--- src/rtl/wdm_pkg.sv ---
package wdm_pkg;
    localparam int DW = 8;
    localparam int AW = 3;

    typedef enum logic [AW-1:0] {
        A_CTRL = 3'd0,
        A_SERV = 3'd1,
        A_LOW  = 3'd2,
        A_HIGH = 3'd3,
        A_CSEL = 3'd4,
        A_DIV  = 3'd5,
        A_CNT  = 3'd6,
        A_NONE = 3'd7
    } reg_addr_e;

    typedef struct packed {
        logic pol;
        logic ext_en;
        logic irq_en;
        logic en;
    } ctrl_t;

    typedef enum logic {K_IDLE, K_ARMED} key_st_e;

    localparam logic [DW-1:0] KEY_A = 8'hB4;
    localparam logic [DW-1:0] KEY_B = 8'h2C;

    function automatic logic [DW-1:0] legal_high(input logic [DW-1:0] v);
        if (v == '1)       return v - 1'b1;
        else if (v == '0)  return DW'(1);
        else               return v;
    endfunction
endpackage

--- src/rtl/wdm_regs.sv ---
module wdm_regs
    import wdm_pkg::*;
#(
    parameter int SEL_W = 2
) (
    input  logic             clk,
    input  logic             rst,
    input  logic             we,
    input  logic [AW-1:0]    addr,
    input  logic [DW-1:0]    wdata,
    output ctrl_t            ctrl,
    output logic [DW-1:0]    lo,
    output logic [DW-1:0]    hi,
    output logic [SEL_W-1:0] sel,
    output logic [DW-1:0]    div
);
    always_ff @(posedge clk) begin
        if (rst) begin
            ctrl <= '0;
            lo   <= '0;
            hi   <= legal_high('1);
            sel  <= '0;
            div  <= '0;
        end else if (we) begin
            case (reg_addr_e'(addr))
                A_CTRL: begin
                    if (!ctrl.en) ctrl        <= ctrl_t'(wdata[3:0]);
                    else          ctrl.irq_en <= wdata[1];
                end
                A_LOW:  if (!ctrl.en) lo  <= wdata;
                A_HIGH: if (!ctrl.en) hi  <= legal_high(wdata);
                A_CSEL: if (!ctrl.en) sel <= wdata[SEL_W-1:0];
                A_DIV:  if (!ctrl.en) div <= wdata;
                default: ;
            endcase
        end
    end

    a_r2_enable_sticky: assert property (@(posedge clk) disable iff (rst)
        ctrl.en |=> ctrl.en);
    a_r3_config_frozen: assert property (@(posedge clk) disable iff (rst)
        ctrl.en |=> ($stable(lo) && $stable(hi) && $stable(sel) && $stable(div)));
    a_r3_high_legal: assert property (@(posedge clk) disable iff (rst)
        (hi != '0) && (hi != '1));
endmodule

--- src/rtl/wdm_tick.sv ---
module wdm_tick
    import wdm_pkg::*;
#(
    parameter int N_SRC = 4,
    parameter int SEL_W = (N_SRC > 1) ? $clog2(N_SRC) : 1
) (
    input  logic             clk,
    input  logic             rst,
    input  logic             run,
    input  logic [N_SRC-1:0] src,
    input  logic [SEL_W-1:0] sel,
    input  logic [DW-1:0]    div,
    output logic             tick
);
    logic          src_now;
    logic          src_q;
    logic          edge_hit;
    logic [DW-1:0] pre_cnt;

    assign src_now  = src[sel];
    assign edge_hit = run && src_now && !src_q;
    assign tick     = edge_hit && (pre_cnt == div);

    always_ff @(posedge clk) begin
        if (rst) begin
            src_q   <= 1'b0;
            pre_cnt <= '0;
        end else begin
            src_q <= src_now;
            if (!run)          pre_cnt <= '0;
            else if (tick)     pre_cnt <= '0;
            else if (edge_hit) pre_cnt <= pre_cnt + 1'b1;
        end
    end

    a_r4_prescale_bound: assert property (@(posedge clk) disable iff (rst)
        run |-> (pre_cnt <= div));
endmodule

--- src/rtl/wdm_key.sv ---
module wdm_key
    import wdm_pkg::*;
#(
    parameter int GAP  = 15,
    parameter int TW   = (GAP > 1) ? $clog2(GAP) : 1
) (
    input  logic          clk,
    input  logic          rst,
    input  logic          run,
    input  logic          svc_we,
    input  logic [DW-1:0] svc_data,
    output logic          refresh,
    output logic          abort
);
    key_st_e         st;
    logic [TW-1:0]   timer;
    logic            last_slot;

    assign last_slot = (timer == TW'(GAP - 1));

    always_comb begin
        refresh = 1'b0;
        abort   = 1'b0;
        if (run) begin
            case (st)
                K_IDLE:  if (svc_we && svc_data != KEY_A) abort = 1'b1;
                K_ARMED: begin
                    if (svc_we) begin
                        if (svc_data == KEY_B) refresh = 1'b1;
                        else                   abort   = 1'b1;
                    end else if (last_slot) begin
                        abort = 1'b1;
                    end
                end
                default: ;
            endcase
        end
    end

    always_ff @(posedge clk) begin
        if (rst || !run) begin
            st    <= K_IDLE;
            timer <= '0;
        end else begin
            case (st)
                K_IDLE: if (svc_we && svc_data == KEY_A) begin
                    st    <= K_ARMED;
                    timer <= '0;
                end
                K_ARMED: begin
                    if (svc_we || last_slot) st <= K_IDLE;
                    else                     timer <= timer + 1'b1;
                end
                default: st <= K_IDLE;
            endcase
        end
    end

    a_r8_key_window: assert property (@(posedge clk) disable iff (rst)
        (st == K_ARMED) |-> (timer < TW'(GAP)));
    a_r8_one_outcome: assert property (@(posedge clk) disable iff (rst)
        !(refresh && abort));
endmodule

--- src/rtl/wdog_window_mon.sv ---
module wdog_window_mon
    import wdm_pkg::*;
#(
    parameter int N_SRC   = 4,
    parameter int KEY_GAP = 15
) (
    input  logic             clk,
    input  logic             rst,
    input  logic             reg_we,
    input  logic [2:0]       reg_addr,
    input  logic [7:0]       reg_wdata,
    output logic [7:0]       reg_rdata,
    input  logic [N_SRC-1:0] tick_src,
    input  logic             ext_mon,
    output logic             fault,
    output logic             irq
);
    localparam int SEL_W = (N_SRC > 1) ? $clog2(N_SRC) : 1;

    ctrl_t            ctrl;
    logic [DW-1:0]    lo, hi, div, cnt;
    logic [SEL_W-1:0] sel;
    logic             tick, refresh, abort, svc_we;
    logic             ext_hit, early, late, fault_q;

    assign svc_we = reg_we && (reg_addr_e'(reg_addr) == A_SERV);

    wdm_regs #(.SEL_W(SEL_W)) u_regs (
        .clk(clk), .rst(rst), .we(reg_we), .addr(reg_addr), .wdata(reg_wdata),
        .ctrl(ctrl), .lo(lo), .hi(hi), .sel(sel), .div(div)
    );

    wdm_tick #(.N_SRC(N_SRC), .SEL_W(SEL_W)) u_tick (
        .clk(clk), .rst(rst), .run(ctrl.en), .src(tick_src), .sel(sel),
        .div(div), .tick(tick)
    );

    wdm_key #(.GAP(KEY_GAP)) u_key (
        .clk(clk), .rst(rst), .run(ctrl.en), .svc_we(svc_we),
        .svc_data(reg_wdata), .refresh(refresh), .abort(abort)
    );

    always_ff @(posedge clk) begin
        if (rst || !ctrl.en)         cnt <= '0;
        else if (refresh)            cnt <= '0;
        else if (tick && cnt != '1)  cnt <= cnt + 1'b1;
    end

    assign ext_hit = ctrl.en && ctrl.ext_en && (ext_mon == ctrl.pol);
    assign early   = refresh && (cnt < lo);
    assign late    = ctrl.en && (cnt > hi);

    always_ff @(posedge clk) begin
        if (rst) fault_q <= 1'b0;
        else     fault_q <= fault_q | abort | early | late | ext_hit;
    end

    assign fault = fault_q | ext_hit;
    assign irq   = fault & ctrl.irq_en;

    always_comb begin
        case (reg_addr_e'(reg_addr))
            A_CTRL:  reg_rdata = DW'(ctrl);
            A_LOW:   reg_rdata = lo;
            A_HIGH:  reg_rdata = hi;
            A_CSEL:  reg_rdata = DW'(sel);
            A_DIV:   reg_rdata = div;
            A_CNT:   reg_rdata = cnt;
            default: reg_rdata = '0;
        endcase
    end

    a_r10_fault_latched: assert property (@(posedge clk) disable iff (rst)
        fault_q |=> fault_q);
    a_r5_refresh_clears: assert property (@(posedge clk) disable iff (rst)
        refresh |=> (cnt == '0));
    a_r7_late_faults: assert property (@(posedge clk) disable iff (rst)
        (ctrl.en && cnt > hi) |=> fault_q);
    a_r4_single_step: assert property (@(posedge clk) disable iff (rst)
        1'b1 |=> (cnt == '0 || cnt == $past(cnt) || cnt == $past(cnt) + 1'b1));
    a_r12_idle_quiet: assert property (@(posedge clk) disable iff (rst)
        !ctrl.en |-> !(refresh || abort));
endmodule

--- config.mk ---
export PLATFORM = sky130hd
export DESIGN_NAME = wdog_window_mon
export DESIGN_NICKNAME = d
export VERILOG_FILES = /design/src/rtl/wdm_pkg.sv /design/src/rtl/wdm_regs.sv /design/src/rtl/wdm_tick.sv /design/src/rtl/wdm_key.sv /design/src/rtl/wdog_window_mon.sv
export SDC_FILE = /design/constraint.sdc
export NUM_CORES = 1
export LEC_CHECK = 0
export BUFFER_PORTS_ARGS = -buffer_cell sky130_fd_sc_hd__buf_2
export CAP_MARGIN = 20
export CORE_ASPECT_RATIO = 1.5
export CORE_MARGIN = 2
export CORE_UTILIZATION = 55
export CTS_CLUSTER_SIZE = 25
export DETAILED_ROUTE_END_ITERATION = 12
export PLACE_DENSITY_LB_ADDON = 0.1
export SLEW_MARGIN = 40
export SYNTH_ARGS = -nofsm -noshare
export SYNTH_HDL_FRONTEND = slang
export SYNTH_SLANG_ARGS = --single-unit
export TNS_END_PERCENT = 1
--- constraint.sdc ---
create_clock -name clk -period 3.2 [get_ports clk]
set_clock_uncertainty 0.1 [all_clocks]
set_input_delay 0.32 -clock clk [delete_from_list [all_inputs] [get_ports clk]]
set_output_delay 0.32 -clock clk [all_outputs]
set_load 0.005 [all_outputs]
==> out/qor.yml, run 1 <==
run_status:
  outcome: "finished clean"
cells_and_area:
  nFillCells: 495
  n_antenna_cell: 0
  nets: 442
  syn_to_final_growth_pct: 8.884
  drive_gt1_share_pct: 10.70
sta:
  drv_slew: 0
  finalHoldViolCount: 0
  tightest_slew_ns: 0.8935
  max_freq_mhz: 422.4
  setup_viol: 0
  fin_hold_ws_ns: 0.2170
  slew_headroom_pct: 39.62
  rsz0062_at_grt: "false"
  period_needed_ns: 2.368
  fin_setup_tns_ns: 0
  fin_crit_sh_pct: 73.99
critical_path:
  path_cells: "mux4_2, nand3b_4, or4_1, or4_1, a21oi_1"
  critical_path_class: "flip-flop to flip-flop"
  critPathSlowestCell: "or4_1"
  cpMostUsedCell: "or4_1"
  startpoint_type: "flip-flop"
  reg2regPathDepth: 5
  crit_cells: 5
  critPathBufInv: 0
  slowest_delay_ns: 0.69
  end_kind: "flip-flop"
  required_ns: 3.34
  cp_max_fo: 10
  reg2reg_setup_slack_ns: 0.83
  arrival_ns: 2.51
  critPathTopFamily: "simple AND/OR/NAND/NOR gates"
detailed_routing:
  wl_mm: 7.601
  drt-met1-wl_mm: 3.340
  wl_met2_mm: 3.824
  dr.pass1.iters: 4
  drt-initial-drc-count: 166
  highest-signal-layer: "met4"
  met3_length_um: 274
  viasPerCell: 5.968
  post-route-drc-count: 0
  wire_per_inst_um: 16.10
  postRouteAntennaNets: 0
  num_vias: 2817
grt:
  grt_pass1_wl_mm: 12.79
  grt_max_degree: 35
  grt_pass1_vias: 2728
  grtUsageTotal_pct: 26.03
  grt_antenna_before_repair: 0
  overflow: 0
synth:
  synth_ff_type: "dfxtp_1"
  synth_nets: 424
  synth_edf_count: 0
  seq_area_frac_synth_pct: 33.78
  synth_cells: 383
  synth_cell_types: 47
  syn_avg_cell_area_um2: 8.200
  synthArstFlopShare_pct: 0
  ys_ff_latch: 53
  syn_area_um2: 3141
  yosysWarningCount: 0
clock_tree:
  cts_tree: "built"
  clk_pin_slew_ns: 0.09
  cts.sink_count: 53
  cts_resized: 0
  cts_max_path_buffers: 2
  htreeDepth: 2
  cts_root_buf: "clkbuf_8"
  clock_latency_ns: 0.31
  cts_hold_buf: 0
  postCtsSetupRepairBufs: 0
  cts_buffers: 5
placed_design:
  port_buffers: 28
  dp_hpwl_mm: 5.765
  place_congestion: 0.8448
power_and_ir_drop:
  p_per_area_nw_per_um2: 356.6
  vdd_drop_max_v: 0.0002453
  p_leak_nw: 1.363
die:
  dieArea_um2: 6343
  io_pins: 29
  initial_core_util_pct: 57.19
  fp.dieH_um: 96.55
  rows: 33
  core-area_um2: 5492
  die_width_um: 65.70
hold_path:
  hp-class: "input pin to flip-flop"
  holdPathStages: 3
flow_run:
  drv_cap: 0
==> cell usage after synthesis, types with 4 or more instances <==
library cell,count,area [um^2]
dfxtp_1,53,1061
nor2_1,44,165.2
a21oi_1,32,160.2
nand2_1,29,108.9
inv_1,27,101.4
mux2i_1,23,230.2
ha_1,22,275.3
clkbuf_1,17,63.81
nand3_1,15,75.07
xnor2_1,14,122.6
nand4_1,11,68.82
a211o_1,7,61.31
nor2b_1,7,43.79
nor3_1,7,35.03
o22ai_1,6,37.54
xor2_1,6,52.55
a22oi_1,4,30.03
a31oi_1,4,25.02
nor4_1,4,25.02
o21ai_0,4,20.02
or4_1,4,30.03
==> final cells by class <==
class                           instances  area (um^2)  area share, %
Clock buffer                            7        96.34          2.817
Sequential cell                        53         1061          31.03
Inverter                               27        101.3          2.964
Tap cell                               70        87.58          2.561
Multi-Input combinational cell        282         1898          55.51
Clock inverter                          1        5.005         0.1464
Timing Repair Buffer                   32        170.2          4.976
==> flip-flops by register name, summed over array words and instances (netlist names) <==
name,count
u_regs.div,8
u_tick.pre_cnt,8
u_regs.hi,8
u_tick.src_q,1
u_key.timer,4
u_regs.lo,8
u_regs.ctrl,4
u_regs.sel,2
u_key.st,1
cnt,8
fault_q,1
==> logic make-up (layout without fill, tap and decap cells) <==
group                    Yosys count  in the layout  synth area share, %
AO/OA/AOI/OAI                     76             76                15.58
adder cells (fa/ha/maj)           22             22                8.765
multiplexers                      24             24                8.048
AND/OR/NAND/NOR                  140            140                22.47
flip-flops                        53             53                33.78
XOR/XNOR                          20             20                5.578
buffers and inverters             48             67                5.777
==> final timing paths <==
check | start | to
max | u_regs.sel[0]$_SDFFE_PP0P_ | cnt[7]$_SDFFE_PP0P_
min | reg_wdata[7] | u_regs.lo[7]$_SDFFE_PP0P_
max reg2reg | u_regs.sel[0]$_SDFFE_PP0P_ | cnt[7]$_SDFFE_PP0P_
min reg2reg | u_regs.lo[7]$_SDFFE_PP0P_ | u_regs.lo[7]$_SDFFE_PP0P_
==> metal layers <==
metal | vias to the layer above | track usage [%]
met5 | - | 0
met4 | 0 | 10.42
met3 | 17 | 3.129
met2 | 66 | 45.79
met1 | 1339 | 31.98
li1 | 1395 | -
==> power by group <==
| part | internal [mW] | switching (mW) |
|---|---|---|
| registers | 0.669 | 0.00872 |
| logic | 0.0493 | 0.0788 |
| clock network | 0.196 | 0.218 |
| total | 0.914 | 0.305 |
==> per-stage QoR <==
step | setup slack (ns) | instance area (um^2) | power [mW] | util [%] | std cells
floorplan | 1.010 | 3141 | 0.7736 | - | 383
global placement | 0.7414 | 3318 | 0.8176 | 60.42 | 464
detailed placement | 0.7459 | 3318 | 0.8197 | 60.42 | 464
CTS | 0.8324 | 3420 | 1.226 | 62.27 | 472
global route | 0.7004 | 3420 | 1.263 | 62.27 | 472
finish | 0.8323 | 3420 | 1.220 | 62.27 | 472
==> worst min-delay path, cell delays in order <==
cell and delay (ns):
buf_2 0.14, nand3_1 0.07, a21oi_1 0.05
==> cell usage in the layout, fill, tap and decap left out, types with 2 or more instances in the layout <==
cell / Yosys / layout
nand3_1: 15 / 15
nor4_1: 4 / 4
ha_1: 22 / 22
a31oi_1: 4 / 4
and2_1: 3 / 3
nor3_1: 7 / 7
dfxtp_1: 53 / 53
o22ai_1: 6 / 6
nor4b_1: 2 / 2
nand2b_1: 2 / 2
a211o_1: 7 / 7
inv_1: 27 / 27
a22oi_1: 4 / 4
or3_1: 3 / 3
buf_2: 1 / 28
nor2b_1: 7 / 7
a311oi_1: 3 / 3
o31ai_1: 3 / 3
a21oi_1: 32 / 32
mux2i_1: 23 / 23
o21ai_0: 4 / 4
xnor2_1: 14 / 14
nor3b_1: 3 / 3
or4_1: 4 / 4
nand4_1: 11 / 11
nand2_1: 29 / 29
buf_4: 0 / 4
nor2_1: 44 / 44
xor2_1: 6 / 6
a21o_1: 2 / 2
clkbuf_8: 0 / 7
a221oi_1: 3 / 3
(Power assumes the default switching activity.)
==> run 2, diff against run 1 <==
Clock period 3.2 ns to 2.5 ns, I/O delays scaled along.
==> out/qor.yml, run 2 (synthesis gave the netlist of run 1 again) <==
grt:
  grt_pass1_wl_mm: 12.42  # was 12.79 mm
  grtUsageTotal_pct: 25.50  # was 26.03%
  overflow: 0  # unchanged
  grt_pass1_vias: 2681  # was 2,728
  grt_max_degree: 34  # was 35
  grt_antenna_before_repair: 0  # unchanged
critical_path:
  cp_max_fo: 10  # unchanged
  critPathSlowestCell: "or4_1"  # unchanged
  required_ns: 2.64  # was 3.34 ns
  path_cells: "mux4_2, nand3b_4, or4_1, or4_1, a21oi_1"  # unchanged
  end_kind: "flip-flop"  # unchanged
  slowest_delay_ns: 0.68  # was 0.69 ns
  cpMostUsedCell: "or4_1"  # unchanged
  critical_path_class: "flip-flop to flip-flop"  # unchanged
  critPathTopFamily: "simple AND/OR/NAND/NOR gates"  # unchanged
  arrival_ns: 2.49  # was 2.51 ns
  startpoint_type: "flip-flop"  # unchanged
  critPathBufInv: 0  # unchanged
sta:
  fin_setup_tns_ns: 0  # unchanged
  tightest_slew_ns: 0.6535  # was 0.8935 ns
  rsz0062_at_grt: "false"  # unchanged
  setup_viol: 0  # unchanged
  drv_slew: 0  # unchanged
  max_freq_mhz: 426.2  # was 422.4 MHz
  period_needed_ns: 2.346  # was 2.368 ns
  slew_headroom_pct: 56.31  # was 39.62%
  fin_crit_sh_pct: 93.85  # was 73.99%
  finalHoldViolCount: 0  # unchanged
cells_and_area:
  n_antenna_cell: 0  # unchanged
  final_common_cell: "dfxtp_1"  # unchanged
  final_util_pct: 62.95  # was 62.27%
  nets: 449  # was 442
  fin_cells: 478  # was 472
  final_cell_mix: "dfxtp_1 (53), nor2_1 (44), a21oi_1 (32), nand2_1 (29), buf_2 (28)"  # unchanged
  ff_latch_area_um2: 1061  # unchanged
  nFillCells: 488  # was 495
  drive_gt1_share_pct: 11.76  # was 10.70%
  syn_to_final_growth_pct: 10.08  # was 8.884%
  multi_input_area_um2: 1898  # unchanged
placed_design:
  placed_cells: 471  # was 464
  place_congestion: 0.9422  # was 0.8448
  dp_hpwl_mm: 5.848  # was 5.765 mm
  port_buffers: 28  # unchanged
run_status:
  outcome: "finished clean"  # unchanged
die:
  initial_core_util_pct: 57.19  # unchanged
  rows: 33  # unchanged
  dieArea_um2: 6343  # unchanged
  io_pins: 29  # unchanged
  fp.dieH_um: 96.55  # unchanged
  core-area_um2: 5492  # unchanged
  die_width_um: 65.70  # unchanged
power_and_ir_drop:
  vdd_drop_max_v: 0.0004441  # was 0.0002453 V
  p_leak_nw: 1.390  # was 1.363 nW
  power.switching_mw: 0.3842  # was 0.3052 mW
  p_int_mw: 1.143  # was 0.9144 mW
  swShare_pct: 25.15  # was 25.02%
  p_comb_share_pct: 10.9  # was 10.5%
  p_per_area_nw_per_um2: 441.9  # was 356.6 nW/um^2
  seq_power_share_pct: 56.8  # was 55.6%
  clkPwrFrac_pct: 32.4  # was 33.9%
clock_tree:
  cts_root_buf: "clkbuf_8"  # unchanged
  clock_latency_ns: 0.31  # about the same
  cts_hold_buf: 0  # unchanged
  clk_pin_slew_ns: 0.09  # about the same
  cts_tree: "built"  # unchanged
  cts_max_path_buffers: 2  # unchanged
  htreeDepth: 2  # unchanged
  cts.sink_count: 53  # unchanged
  cts_buffers: 5  # unchanged
  postCtsSetupRepairBufs: 0  # unchanged
  cts_resized: 0  # unchanged
flow_run:
  drv_cap: 0  # unchanged
detailed_routing:
  postRouteAntennaNets: 0  # unchanged
  wire_per_inst_um: 15.67  # was 16.10 um
  dr.pass1.iters: 5  # was 4
  viasPerCell: 5.835  # was 5.968
  num_vias: 2789  # was 2,817
  drt-initial-drc-count: 123  # was 166
  post-route-drc-count: 0  # unchanged
  wl_mm: 7.492  # was 7.601 mm
hold_path:
  hp-class: "input pin to flip-flop"  # unchanged
==> run 2: cell count changes in the layout (fill, tap and decap cells not counted), sizes merged <==
cell	previous run	this run
buf	32	39
clkinv	1	0
==> run 2: per-stage QoR <==
stage / power [mW] / area [um^2] / worst slack (ns) / hold WS (ns)
after floorplan: 0.9902 / 3141 / 0.3096 / 0.2907
after global placement: 1.049 / 3371 / 0.1962 / 0.3575
after detailed placement: 1.052 / 3371 / 0.1697 / 0.3624
after CTS: 1.543 / 3457 / 0.1467 / 0.1302
after global routing: 1.587 / 3457 / 0.04350 / 0.1571
final: 1.528 / 3457 / 0.1537 / 0.1461
==> run 2: worst paths after layout <==
| path | startpoint | end | slack, ns | depth (start not counted) |
|---|---|---|---|---|
| min reg2reg | u_regs.lo[0]$_SDFFE_PP0P_ | u_regs.lo[0]$_SDFFE_PP0P_ | 0.38 | 2 |
| max reg2reg | u_regs.sel[0]$_SDFFE_PP0P_ | cnt[7]$_SDFFE_PP0P_ | 0.15 | 5 |
| max | u_regs.sel[0]$_SDFFE_PP0P_ | cnt[7]$_SDFFE_PP0P_ | 0.15 | 5 |
| min | reg_wdata[7] | u_regs.lo[7]$_SDFFE_PP0P_ | 0.15 | 3 |
==> run 2: power groups by stage <==
stage                     logic [mW]  clock network, mW  registers [mW]
after CTS                      0.166              0.510           0.867
after floorplan                0.106                  0           0.884
after global placement         0.163                  0           0.887
final                          0.166              0.495           0.867
after global routing           0.183              0.535           0.869
after detailed placement       0.165                  0           0.887
==> run 2: routing by layer <==
layer / GRT usage [%] / up-vias / part of all wire [%]
li1: - / 1399 / -
met2: 47.90 / 60 / 53
met5: 0 / - / 0
met4: 9.201 / 0 / 2.1
met3: 3.592 / 14 / 4.3
met1: 28.80 / 1316 / 41
==> run 2: area by class of cell <==
type / count / share of cell area [%]
timing repair buffer: 39 / 6.442
inverter: 27 / 2.932
clock buffer: 7 / 2.497
tap: 70 / 2.533
sequential: 53 / 30.69
multi-input combinational: 282 / 54.90
==> run 2: worst min-delay path, cell delays in order <==
cell and delay, ns:
buf_2 0.14, nand3_1 0.07, a21oi_1 0.05
==> run 3, diff against run 2 <==
--- a/config.mk
+++ b/config.mk
@@ -10,5 +10,6 @@
 export CORE_ASPECT_RATIO = 1.5
 export CORE_MARGIN = 2
-export CORE_UTILIZATION = 55
+export CORE_UTILIZATION = 29
+export CTS_BUF_LIST = sky130_fd_sc_hd__clkbuf_16
 export CTS_CLUSTER_SIZE = 25
 export DETAILED_ROUTE_END_ITERATION = 12
==> constraint.sdc (replaced) <==
create_clock -name clk -period 2.5 [get_ports clk]
set_clock_uncertainty 0.1 [all_clocks]
set_input_delay 0.625 -clock clk [delete_from_list [all_inputs] [get_ports clk]]
set_output_delay 0.625 -clock clk [all_outputs]
set_load 0.005 [all_outputs]
==> out/qor.yml, run 3 (synthesis gave the netlist of run 1 again) <==
run_status:
  outcome: "finished clean"  # unchanged
placed_design:
  placed_cells: 566  # was 471
  place_area_um2: 3621  # was 3371 um^2
  dp_hpwl_mm: 7.586  # was 5.848 mm
  port_buffers: 28  # unchanged
  place_congestion: 0.8605  # was 0.9422
cells_and_area:
  drive_gt1_share_pct: 16.08  # was 11.76%
  nets: 470  # was 449
  final_common_cell: "dfxtp_1"  # unchanged
  final_util_pct: 35.48  # was 62.95%
  n_antenna_cell: 0  # unchanged
  syn_to_final_growth_pct: 19.64  # was 10.08%
  fin_cells: 573  # was 478
  ff_latch_area_um2: 1061  # unchanged
  multi_input_area_um2: 1902  # was 1898 um^2
  nFillCells: 1179  # was 488
  final_cell_mix: "dfxtp_1 (53), nor2_1 (44), a21oi_1 (32), buf_4 (32), nand2_1 (29)"  # was dfxtp_1 (53), nor2_1 (44), a21oi_1 (32), nand2_1 (29), buf_2 (28)
  design_area_um2: 3757  # was 3457 um^2
flow_run:
  drv_cap: 0  # unchanged
clock_tree:
  cts_hold_buf: 0  # unchanged
  cts_max_path_buffers: 2  # unchanged
  clk_pin_slew_ns: 0.07  # was 0.09 ns
  cts_root_buf: "clkbuf_16"  # was clkbuf_8
  cts_resized: 0  # unchanged
  htreeDepth: 2  # unchanged
  cts.sink_count: 53  # unchanged
  clock_latency_ns: 0.30  # was 0.31 ns
  cts_buffers: 5  # unchanged
  postCtsSetupRepairBufs: 0  # unchanged
  cts_tree: "built"  # unchanged
sta:
  drv_slew: 0  # unchanged
  setup_viol: 0  # unchanged
  period_needed_ns: 2.427  # was 2.346 ns
  slew_headroom_pct: 67.06  # was 56.31%
  tightest_slew_ns: 0.4930  # was 0.6535 ns
  rsz0062_at_grt: "false"  # unchanged
  finalHoldViolCount: 0  # unchanged
  fin_hold_ws_ns: 0.3808  # was 0.1461 ns
  max_freq_mhz: 412.0  # was 426.2 MHz
  fin_crit_sh_pct: 97.08  # was 93.85%
critical_path:
  path_cells: "buf_2, nor2b_1, buf_4, a22oi_1, o22ai_1, buf_2"  # was mux4_2, nand3b_4, or4_1, or4_1, a21oi_1
  arrival_ns: 1.70  # was 2.49 ns
  required_ns: 1.77  # was 2.64 ns
  startpoint_type: "input pin"  # was flip-flop
  critPathSlowestCell: "nor2b_1"  # was or4_1
  slowest_delay_ns: 0.36  # was 0.68 ns
  cp_max_fo: 5  # was 10
  cpMostUsedCell: "buf_2"  # was or4_1
  critical_path_class: "input pin to output pin"  # was flip-flop to flip-flop
  end_kind: "output pin"  # was flip-flop
  reg2reg_setup_slack_ns: 0.23  # was 0.15 ns
die:
  io_pins: 29  # unchanged
  core-area_um2: 10590  # was 5492 um^2
  die_width_um: 88.97  # was 65.70 um
  dieArea_um2: 11700  # was 6343 um^2
  fp.dieH_um: 131.5  # was 96.55 um
  initial_core_util_pct: 29.66  # was 57.19%
  rows: 46  # was 33
power_and_ir_drop:
  p_per_area_nw_per_um2: 462.7  # was 441.9 nW/um^2
  p_leak_nw: 1.511  # was 1.390 nW
  vdd_drop_max_v: 0.0002333  # was 0.0004441 V
  finalPower_mw: 1.739  # was 1.528 mW
grt:
  grt_pass1_vias: 2797  # was 2,681
  overflow: 0  # unchanged
  grt_pass1_wl_mm: 15.37  # was 12.42 mm
  grt_max_degree: 34  # unchanged
  grtUsageTotal_pct: 17.24  # was 25.50%
  grt_antenna_before_repair: 0  # unchanged
detailed_routing:
  drt-initial-drc-count: 146  # was 123
  wire_per_inst_um: 16.92  # was 15.67 um
  post-route-drc-count: 0  # unchanged
  num_vias: 2906  # was 2,789
  postRouteAntennaNets: 0  # unchanged
  dr.pass1.iters: 4  # was 5
  viasPerCell: 5.072  # was 5.835
  wl_mm: 9.694  # was 7.492 mm
hold_path:
  hp-class: "flip-flop to flip-flop"  # was input pin to flip-flop
## run 3: cell count changes in the layout (fill, tap and decap cells not counted), sizes merged
cell    change
clkinv      +1
clkbuf      -2
buf        +21
inv         +1
## run 3: routing by layer
| layer | vias to the layer above | track usage, % | share of wire [%] |
|---|---|---|---|
| met2 | 57 | 29.98 | 52 |
| met4 | 0 | 4.809 | 1.9 |
| met5 | - | 0 | 0 |
| met1 | 1385 | 21.79 | 43 |
| li1 | 1453 | - | - |
| met3 | 11 | 2.261 | 2.9 |
## run 3: final cells by class
| type | count | area share (%) |
|---|---|---|
| inverters | 27 | 2.697 |
| clock inverters | 2 | 0.1998 |
| flip-flops and latches | 53 | 28.24 |
| well taps | 144 | 4.795 |
| clock buffers | 5 | 3.330 |
| multi-input cells | 282 | 50.62 |
| repair buffers | 60 | 10.12 |
## run 3: per-stage QoR
stage	TNS, ns	setup WS, ns
2_1_floorplan	0	0.03580
5_1_grt	0	0.003851
3_3_place_gp	0	0.02067
6_report	0	0.07308
4_1_cts	0	0.08496
3_5_place_dp	-0.02503	-0.01917
## run 3: final timing paths
| check | start | endpoint | cells after the start |
|---|---|---|---|
| setup / recovery | reg_addr[1] | reg_rdata[6] | 6 |
| hold reg to reg | u_regs.lo[7]$_SDFFE_PP0P_ | u_regs.lo[7]$_SDFFE_PP0P_ | 2 |
| setup reg to reg | u_regs.sel[0]$_SDFFE_PP0P_ | cnt[7]$_SDFFE_PP0P_ | 5 |
| hold / removal | u_regs.lo[7]$_SDFFE_PP0P_ | u_regs.lo[7]$_SDFFE_PP0P_ | 2 |
## run 3: critical path: cells and delay by family
kind | cells | cell delay (ns)
AND/OR/NAND/NOR | 1 | 0.36
AO/OA/AOI/OAI | 2 | 0.25
buffers and inverters | 3 | 0.46
## run 3: power breakdown
group / internal (mW) / switching (mW) / total [mW]
Clock: 0.360 / 0.318 / 0.678
Combinational: 0.0806 / 0.110 / 0.191
Sequential: 0.857 / 0.0130 / 0.870
Total: 1.30 / 0.441 / 1.74
